<file path="src/rtl/sec_alarm_counter.sv">
module sec_alarm_counter #(
  parameter int DATA_W = 32,
  parameter int ADDR_W = 6
) (
  input  logic              clk,
  input  logic              rst_n,
  input  logic              tick_en,
  input  logic              wr_en,
  input  logic [ADDR_W-1:0] addr,
  input  logic [DATA_W-1:0] wdata,
  output logic [DATA_W-1:0] rdata,
  output logic              irq
);
  localparam int IDX_W = ADDR_W - 2;
  localparam logic [IDX_W-1:0] IDX_COUNT = IDX_W'(0);
  localparam logic [IDX_W-1:0] IDX_MATCH = IDX_W'(1);
  localparam logic [IDX_W-1:0] IDX_LOAD  = IDX_W'(2);
  localparam logic [IDX_W-1:0] IDX_CTRL  = IDX_W'(3);
  localparam logic [IDX_W-1:0] IDX_MASK  = IDX_W'(4);
  localparam logic [IDX_W-1:0] IDX_RAW   = IDX_W'(5);
  localparam logic [IDX_W-1:0] IDX_MSKD  = IDX_W'(6);
  localparam logic [IDX_W-1:0] IDX_CLR   = IDX_W'(7);

  logic [DATA_W-1:0] count_q, match_q, count_inc;
  logic              mask_q, raw_q;
  logic [IDX_W-1:0]  idx;
  logic              wr_load, wr_match, wr_mask, clr_hit, set_hit;

  assign idx       = addr[ADDR_W-1:2];
  assign wr_load   = wr_en && (idx == IDX_LOAD);
  assign wr_match  = wr_en && (idx == IDX_MATCH);
  assign wr_mask   = wr_en && (idx == IDX_MASK);
  assign clr_hit   = wr_en && (idx == IDX_CLR) && wdata[0];
  assign count_inc = count_q + DATA_W'(1);
  assign set_hit   = tick_en && !wr_load && (count_inc == match_q);
  assign irq       = raw_q & mask_q;

  always_ff @(posedge clk or negedge rst_n) begin
    if (!rst_n) begin
      count_q <= '0;
      match_q <= '0;
      mask_q  <= 1'b0;
      raw_q   <= 1'b0;
    end else begin
      if (wr_load)      count_q <= wdata;
      else if (tick_en) count_q <= count_inc;
      if (wr_match) match_q <= wdata;
      if (wr_mask)  mask_q  <= wdata[0];
      if (set_hit)      raw_q <= 1'b1;
      else if (clr_hit) raw_q <= 1'b0;
    end
  end

  always_comb begin
    rdata = '0;
    if (addr < ADDR_W'(32)) begin
      case (idx)
        IDX_COUNT: rdata = count_q;
        IDX_MATCH: rdata = match_q;
        IDX_CTRL:  rdata = DATA_W'(1);
        IDX_MASK:  rdata = DATA_W'(mask_q);
        IDX_RAW:   rdata = DATA_W'(raw_q);
        IDX_MSKD:  rdata = DATA_W'(raw_q & mask_q);
        default:   rdata = '0;
      endcase
    end
  end

  assert_tick_inc_R2: assert property (@(posedge clk) disable iff (!rst_n)
    tick_en && !wr_load |=> count_q == $past(count_q) + DATA_W'(1));

  assert_hold_R2: assert property (@(posedge clk) disable iff (!rst_n)
    !tick_en && !wr_load |=> $stable(count_q));

  assert_load_R3: assert property (@(posedge clk) disable iff (!rst_n)
    wr_load |=> count_q == $past(wdata));

  assert_sticky_R5: assert property (@(posedge clk) disable iff (!rst_n)
    raw_q && !clr_hit |=> raw_q);

  assert_clear_R6: assert property (@(posedge clk) disable iff (!rst_n)
    clr_hit && !tick_en |=> !raw_q);

  assert_set_wins_R7: assert property (@(posedge clk) disable iff (!rst_n)
    clr_hit && tick_en && !wr_load && (count_q + DATA_W'(1) == match_q) |=> raw_q);
endmodule

</file>
<file path="config.mk">
export PLATFORM = sky130hd
export DESIGN_NAME = sec_alarm_counter
export DESIGN_NICKNAME = d
export VERILOG_FILES = /design/src/rtl/sec_alarm_counter.sv
export SDC_FILE = /design/constraint.sdc
export NUM_CORES = 1
export LEC_CHECK = 0
export BUFFER_PORTS_ARGS = -buffer_cell sky130_fd_sc_hd__buf_4
export CORE_MARGIN = 8
export CORE_UTILIZATION = 36
export CTS_CLUSTER_SIZE = 25
export DETAILED_ROUTE_END_ITERATION = 12
export PLACE_DENSITY_LB_ADDON = 0.08
export SYNTH_ARGS = -nofsm -noshare
export SYNTH_HDL_FRONTEND = slang
export SYNTH_SLANG_ARGS = --single-unit
</file>
<file path="constraint.sdc">
create_clock -name clk -period 2.8 [get_ports clk]
set_input_delay 0.28 -clock clk [delete_from_list [all_inputs] [get_ports clk]]
set_output_delay 0.28 -clock clk [all_outputs]
set_load 0.005 [all_outputs]
</file>
==> flow_metrics.py <==
metrics = {
    "outcome": {
        "outcome": "completed",
    },
    "global_routing": {
        "grt_overflow": 0,
        "grt_pass1_vias": 4091,
        "track_usage_pct": 16.8,
        "grt_max_degree": 67,
        "antenna_found_initial": 0,
        "grt_first_pass_wirelength_mm": 21.7,
    },
    "final_layout": {
        "final_core_util_pct": 46.4,
        "nets": 622,
        "diodes": 0,
        "final_cell_mix": "117 x buf_4, 64 x nand2_1, 64 x dfrtp_1",
        "drive_above_1_share_pct": 31.7,
        "stdcell_area_um2": 5810,
        "syn_to_final_growth_pct": 27.3,
        "final_common_cell": "buf_4",
    },
    "clock_tree": {
        "cts_buffers": 9,
        "ctsLongestPathBuffers": 2,
        "clock_sinks": 66,
        "cts_tree": "built",
        "clkLatencyLatePin_ps": 340,
        "clk_pin_slew_worst_paths_ps": 50,
        "htreeDepth": 3,
        "cts-root-buf": "clkbuf_16",
    },
    "critical_path": {
        "end_kind": "flop",
        "crit_fanout": 5,
        "path_class": "flop to flop",
        "worstRegToRegCells": 8,
        "crit_arrival_ps": 2850,
        "r2r-start": "count_q[1]",
        "worstPathRequired_ps": 3030,
        "start_kind": "flop",
        "timing.rr.end": "raw_q",
        "regToRegSetupSlack_ps": 180,
    },
    "synth": {
        "synth_cells": 494,
        "synth_top_flop_cell": "dfrtp_1",
        "synth_seq_area_share_pct": 36.2,
        "synth_top_area_share_pct": 36.2,
        "yosysTopAreaCell": "dfrtp_1",
        "synth_seq_cells": 66,
        "synth_edf_count": 0,
        "synth.distinct_cells": 55,
        "synth_nets": 537,
        "syn-mean-instance-area_um2": 9.24,
        "yosysWarningCount": 0,
        "synthArstFlopShare_pct": 100,
        "yosys-top-cells-area": "dfrtp_1 36%, xnor2_1 8.2%, mux2_2 8.1%",
        "synth_area_um2": 4570,
    },
    "drt": {
        "drcViolationCount": 0,
        "drt_pass1_iterations": 4,
        "route.vias.total": 4012,
        "avgRoutedWirePerCell_um": 17.9,
        "vias_per_cell": 5.31,
        "ant_nets": 0,
        "drt-initial-drc-count": 207,
        "drt_wl_total_mm": 13.5,
    },
    "floorplan": {
        "initial_core_util_pct": 36.5,
        "io_pins": 75,
        "core_um2": 12500,
        "num_rows": 41,
        "dieArea_um2": 16500,
        "dieWidth_um": 129,
        "die_height_um": 129,
    },
    "pwr": {
        "seqPwrFrac_pct": 35.5,
        "power_frac_comb_pct": 37.2,
        "leakagePower_nw": 2.38,
        "sw_frac_of_total_pct": 35.4,
        "switching_power_mw": 1.48,
        "p_int_mw": 2.71,
        "total_power_mw": 4.19,
        "clock_power_share_pct": 27.4,
        "ir_drop_uv": 301,
        "p_per_area_nw_per_um2": 721,
    },
    "timing": {
        "finalSetupViolCount": 0,
        "hold_violations": 0,
        "holdWs_ps": 51.9,
        "fin_crit_sh_pct": 93.5,
        "rsz0062_at_grt": "false",
        "finalCriticalPeriod_ps": 2620,
        "worstMarginPinSlew_ps": 873,
        "fmax_ghz": 0.382,
        "setup_ws_ps": 181,
        "slew_violations": 0,
        "max_slew_margin_pct": 41.8,
        "clock_skew_ps": 8.36,
    },
    "min_path": {
        "hp-class": "input pin to async pin",
    },
    "placed_design": {
        "dpl-instance-area_um2": 5480,
        "port_buffers": 72,
        "place_congestion": 0.839,
        "pre_cts_ws_ps": -50.5,
        "place_hpwl_mm": 9.74,
    },
    "job": {
        "cap_violations": 0,
    },
}
==> repair_timing <==
action / in CTS / in global routing
hold buffers: 0 / 0
endpoints found under the hold margin: 0 / 0
gates resized for setup: 4 / 4
endpoints found under the setup margin: 1 / 1
pin swaps: 0 / 3
setup buffers: 0 / 0
==> cell usage after synthesis (2+ instances only) <==
cell type and n:
dfrtp_1 66, buf_2 13, nand2b_1 2, and3_1 3, nor3_2 2, and4_1 3
clkbuf_2 3, mux2_2 33, o21ai_0 36, nor2_1 19, inv_1 9, a21o_1 2
nor3b_1 2, mux2i_1 7, nor4_4 2, clkbuf_1 20, xor2_1 31, nand2_1 64
buf_1 3, nor3_1 12, nand4_2 2, buf_4 4, nand4_1 17, a31oi_1 6
a22o_1 31, a2111oi_0 3, nand3_1 16, nor4_1 5, and2_1 3, xnor2_1 43
a21oi_1 6, or4_1 3
==> per-layer routing <==
layer	global-route usage, %	vias up	routed length, µm
met4	5.94	0	230
met2	25.0	102	5930
met3	3.76	16	694
met1	23.3	1959	6660
met5	0	-	0
li1	-	1935	-
==> worst max path at each step <==
| stage | startpoint | to | slack [ps] |
|---|---|---|---|
| after floorplan | count_q[1] | raw_q | 110 |
| after global placement | count_q[1] | raw_q | -40 |
| after detailed placement | count_q[1] | raw_q | -50 |
| after CTS | count_q[1] | raw_q | 10 |
| after global routing | count_q[12] | raw_q | 40 |
| final | count_q[1] | raw_q | 180 |
==> state kept, by name, indices dropped and copies added (netlist names) <==
name     count
count_q     32
mask_q       1
match_q     32
raw_q        1
==> area by class of cell <==
type | instances | area, µm²
inverters | 9 | 33.8
clock inverters | 2 | 35.0
multi-input cells | 376 | 2730
well taps | 172 | 215
flip-flops and latches | 66 | 1650
fillers | 1301 | 6700
clock buffers | 14 | 264
repair buffers | 117 | 878
==> worst max-delay path, stage by stage (launching register included) <==
cell and delay [ps]:
dfrtp_2 470, ha_4 300, xnor2_1 110, nand3_1 100
a2111oi_0 450, o311a_1 250, nand4_1 110, or4_4 440
o41ai_2 290
==> through the flow <==
| stage | cells | setup TNS, ps |
|---|---|---|
| CTS | 756 | 0 |
| finish | 756 | 0 |
| global placement | 740 | -43.9 |
| global route | 756 | 0 |
| floorplan | 494 | 0 |
| detailed placement | 740 | -50.5 |
==> cell families (layout without fill, tap and decap cells) <==
group,count (synthesis),count (layout),synth area share (%)
AO/OA/AOI/OAI,97,97,14.9
AND/OR/NAND/NOR,164,164,19.8
multiplexers,40,40,9.67
buffers and inverters,52,142,5.04
XOR/XNOR,74,74,14.2
flip-flops,66,66,36.2
adder cells (fa/ha/maj),1,1,0.274
==> power by group through the flow <==
stage / combinational (mW) / sequential (mW) / clock, mW
3_5_place_dp: 1.51 / 1.49 / 0
4_1_cts: 1.53 / 1.48 / 1.18
5_1_grt: 1.71 / 1.52 / 1.22
2_1_floorplan: 1.11 / 1.36 / 0
6_report: 1.56 / 1.49 / 1.15
3_3_place_gp: 1.49 / 1.48 / 0
No activity file was read; power rests on OpenSTA's default activity.
